<file path="src/rtl/chan_hold_pkg.sv">
package chan_hold_pkg;
   localparam int unsigned MIN_ADDR_W = 2;
   localparam int unsigned MAX_ADDR_W = 3;

   function automatic int unsigned chan_count(input int unsigned aw);
      return 32'd1 << aw;
   endfunction

   function automatic bit width_ok(input int unsigned aw);
      return (aw >= MIN_ADDR_W) && (aw <= MAX_ADDR_W);
   endfunction
endpackage

</file>
<file path="src/rtl/chan_hold_latch.sv">
module chan_hold_latch #(
   parameter int unsigned ADDR_W = 3
) (
   input  logic              clk,
   input  logic              rst_n,
   input  logic              wr,
   input  logic [ADDR_W-1:0] addr_in,
   input  logic              en_in,
   output logic [ADDR_W-1:0] addr_q,
   output logic              en_q
);
   // Reset wins over the strobe; write low makes the register follow.
   always_ff @(posedge clk) begin
      if (!rst_n) begin
         addr_q <= '0;
         en_q   <= 1'b0;
      end else if (!wr) begin
         addr_q <= addr_in;
         en_q   <= en_in;
      end
   end

   AST_HOLD_STATE: assert property (@(posedge clk) disable iff (!rst_n)
      wr |=> ($stable(addr_q) && $stable(en_q)));
endmodule

</file>
<file path="src/rtl/chan_hold_decode.sv">
module chan_hold_decode #(
   parameter int unsigned ADDR_W = 3,
   localparam int unsigned NCH = 1 << ADDR_W
) (
   input  logic              en,
   input  logic [ADDR_W-1:0] addr,
   output logic [NCH-1:0]    sel
);
   for (genvar i = 0; i < NCH; i++) begin : g_chan
      assign sel[i] = en && (addr == ADDR_W'(i));
   end

   always_comb begin
      AST_ONE_HOT: assert ($onehot0(sel) || $isunknown(sel));
   end
endmodule

</file>
<file path="src/rtl/chan_hold_sel.sv">
module chan_hold_sel
   import chan_hold_pkg::*;
#(
   parameter int unsigned ADDR_W = 3,
   localparam int unsigned NCH = 1 << ADDR_W
) (
   input  logic              clk,
   input  logic              rst_n,
   input  logic              wr,
   input  logic [ADDR_W-1:0] addr,
   input  logic              en,
   output logic [NCH-1:0]    sw_on
);
   logic [ADDR_W-1:0] addr_q;
   logic              en_q;
   logic              init_q = 1'b0;

   if (!width_ok(ADDR_W)) begin : g_bad_width
      $error("chan_hold_sel: ADDR_W must be 2 or 3");
   end
   if (chan_count(ADDR_W) != NCH) begin : g_bad_count
      $error("chan_hold_sel: channel count mismatch");
   end

   chan_hold_latch #(.ADDR_W(ADDR_W)) u_latch (
      .clk     (clk),
      .rst_n   (rst_n),
      .wr      (wr),
      .addr_in (addr),
      .en_in   (en),
      .addr_q  (addr_q),
      .en_q    (en_q)
   );

   chan_hold_decode #(.ADDR_W(ADDR_W)) u_dec (
      .en   (en_q),
      .addr (addr_q),
      .sel  (sw_on)
   );

   always_ff @(posedge clk) init_q <= 1'b1;

   AST_RESET_OFF: assert property (@(posedge clk) disable iff (!init_q)
      !rst_n |=> (sw_on == '0));
   AST_DISABLE_OFF: assert property (@(posedge clk) disable iff (!rst_n)
      (!wr && !en) |=> (sw_on == '0));
   AST_FOLLOW: assert property (@(posedge clk) disable iff (!rst_n)
      (!wr && en) |=> (sw_on == (NCH'(1) << $past(addr))));
   AST_HOLD_OUT: assert property (@(posedge clk) disable iff (!rst_n)
      wr |=> $stable(sw_on));
endmodule

</file>
<file path="config.mk">
export PLATFORM = sky130hd
export DESIGN_NAME = chan_hold_sel
export DESIGN_NICKNAME = d
export VERILOG_FILES = /design/src/rtl/chan_hold_pkg.sv /design/src/rtl/chan_hold_latch.sv /design/src/rtl/chan_hold_decode.sv /design/src/rtl/chan_hold_sel.sv
export SDC_FILE = /design/constraint.sdc
export NUM_CORES = 1
export LEC_CHECK = 0
export BUFFER_PORTS_ARGS = -buffer_cell sky130_fd_sc_hd__buf_2
export CAP_MARGIN = 25
export CORE_AREA = 8 8 45 47
export CTS_BUF_LIST = sky130_fd_sc_hd__clkbuf_8
export DETAILED_ROUTE_END_ITERATION = 10
export DIE_AREA = 0 0 53 55
export HOLD_SLACK_MARGIN = 0.1
export PLACE_DENSITY_LB_ADDON = 0.2
export SLEW_MARGIN = 30
export SYNTH_ARGS = -nofsm -noshare
export SYNTH_HDL_FRONTEND = slang
export SYNTH_HIERARCHICAL = 1
export SYNTH_SLANG_ARGS = --single-unit
</file>
<file path="constraint.sdc">
create_clock -name clk -period 0.8 [get_ports clk]
set_input_delay 0.08 -clock clk [delete_from_list [all_inputs] [get_ports clk]]
set_output_delay 0.08 -clock clk [all_outputs]
set_load 0.005 [all_outputs]
</file>
==> flow_summary.toml <==
[sta]
setup_viol = 8
fmax_mhz = 950.3
slew_viol_final = 0
fin_crit_sh_pct = 131.5
layout_setup_ws_ns = -0.2523
min_period_ns = 1.052
rsz0062_at_grt = "yes"
tightest_slew_ns = 0.1632
slew_headroom_pct = 89.07
finalHoldViolations = 0
hold-worst-slack_ns = 0.1212
skew_ns = 0
tns_ns = -1.879

[floorplan]
core_um2 = 1384
start_util_pct = 18.26
ios = 15
dieHeight_um = 55
die_w_um = 53
placementRows = 14
die_area_um2 = 2915

[place]
io_buffers = 14
placed_area_um2 = 339.1
gp_congestion = 0.6243
place_ws_ns = -0.1230

[setup_path]
worstSetupEndpointType = "primary output"
cp_num_cells = 2
max_stage_delay_ns = 0.36
r2r_start = "u_latch/en_q$_SDFFE_PN0N_"
crit_family = "flip-flops"
worst-r2r-setup-slack_ns = 0.04
path_class = "reg -> out"
startpoint = "u_latch/addr_q[2]$_SDFFE_PN0N_"
cp-start-kind = "register"
cp_num_buf_inv = 1
endpoint = "sw_on[1]"
path_cells = "and4bb_2, buf_2"
r2r-end = "u_latch/en_q$_SDFFE_PN0N_"
cpMaxStageDelayCell = "dfxtp_4"
r2r_cells = 3
cp.required_ns = 0.72
worstPathMaxFanout = 9
cp.arrival_ns = 0.97

[finish]
layout_commonest_cell = "buf_2"
num_antenna_cells = 0
design_area_um2 = 426.7
synthToLayoutAreaGrowth_pct = 68.81
final_cell_mix = "buf_2 (11), buf_6 (4), mux2i_1 (4), nor2b_1 (4), dfxtp_4 (4)"
multi_input_area_um2 = 170.2
drive_above_1_share_pct = 78.95
register_area_um2 = 95.09
fin_nets = 47
fin_util_pct = 30.83
nFillCells = 150

[synthesis]
synth_cell_types = 8
ys_seq_elements = 4
syn_inst = 21
syn_nets = 28
yosysWarnings = 6
ys_seq_area_share_pct = 31.68
avgSynthCellArea_um2 = 12.04
syn-cell-area_um2 = 252.7

[power]
power_density_nw_per_um2 = 1678
vdd_drop_max_v = 0.0006426
p_leak_nw = 0.1992

[routing]
firstDrtPassIters = 1
drtAntennaViolNets = 0
vias = 242
wl_per_cell_um = 12.59
drt_iter0_drc = 0
avgViaCountPerCell = 4.481
wirelength_um = 680
post-route-drc-count = 0

[global_routing]
use_met2_pct = 6.055
grt_pass1_wl_um = 1028
grt_antenna_before_repair = 0
grt_max_degree = 10
overflow = 0
met3_usage_pct = 4.278
grt_pass1_vias = 256
track_usage_pct = 4.918
top_usage_layer = "met2"
met1_usage_pct = 5.167

[outcome]
violations = "setup timing"
status = "finished with violations"

[run]
max_cap_viol_count = 0

[clock_network]
clk_pin_slew_ns = 0.03
post_cts.repair.setup_buffers = 0
cts.path.max_buffers = 2
ctsHtreeMaxLevel = 1
numClockSinks = 4
cts_buffers = 3
insertion_delay_ns = 0.21
postCtsHoldBufs = 0
cts_tree = "built"
cts_root_buf = "clkbuf_8"

[min_path]
hold_class = "in -> reg"
[sequential cells by signal, indices dropped and copies added (netlist names)]
register and flops:
u_latch/addr_q 3, u_latch/en_q 1
[metrics by stage]
step / std cells / power, W
floorplan: 21 / 0.0002725
global placement: 51 / 0.0002994
detailed placement: 51 / 0.0003027
CTS: 54 / 0.0007223
global route: 54 / 0.0007605
finish: 54 / 0.0007161
[report_power, final]
part           switching (W)  leakage (nW)  internal [W]
sequential         0.0000264        0.0357      0.000209
clock              0.0000931        0.0216      0.000320
combinational      0.0000202         0.142     0.0000478
total               0.000140         0.199      0.000576
[layer usage]
layer	up-vias	routed length [um]
li1	119	-
met1	110	301
met2	13	259
met3	0	119
met4	0	0
met5	-	0
[worst min path at each step]
stage	startpoint	cells past startpoint	to	slack, ns
global route	rst_n	2	u_latch/addr_q[2]$_SDFFE_PN0N_	0.14
CTS	rst_n	2	u_latch/addr_q[1]$_SDFFE_PN0N_	0.12
detailed placement	rst_n	2	u_latch/addr_q[1]$_SDFFE_PN0N_	0.34
global placement	rst_n	2	u_latch/en_q$_SDFFE_PN0N_	0.34
floorplan	rst_n	1	u_latch/addr_q[0]$_SDFFE_PN0N_	0.21
finish	rst_n	2	u_latch/addr_q[2]$_SDFFE_PN0N_	0.12
[worst reg2reg max path, cell delays in order (launching register included)]
cell     delay [ns]
dfxtp_4        0.36
buf_6          0.11
mux2i_1        0.12
nor2b_1        0.06
[synth_stat cells]
master    count  area, um2
nor4b_2       1      15.01
and4bb_2      3      37.54
buf_6         1      11.26
mux2i_1       4      40.04
nor2b_1       4      25.02
dfxtp_1       4      80.08
and4b_2       3      33.78
and4_2        1      10.01
[area by class of cell]
cell class / instances / share of cell area (%)
timing repair buffer: 15 / 23.46
sequential: 4 / 22.29
tap: 16 / 4.692
clock buffer: 3 / 9.677
multi-input combinational: 16 / 39.88
[repair_timing]
action,CTS,global route
pin swaps,1,0
cloned,0,0
hold endpoints to repair,0,0
gates resized for setup,8,5
setup endpoints to repair,9,8
[cell families (layout without fill, tap and decap cells)]
logic type             after synthesis  count (layout)  synth area share, %
buffers and inverters                1              18                4.455
flip-flops                           4               4                31.68
multiplexers                         4               4                15.84
AND/OR/NAND/NOR                     12              12                48.02
Power figures use the tool's default switching activity.
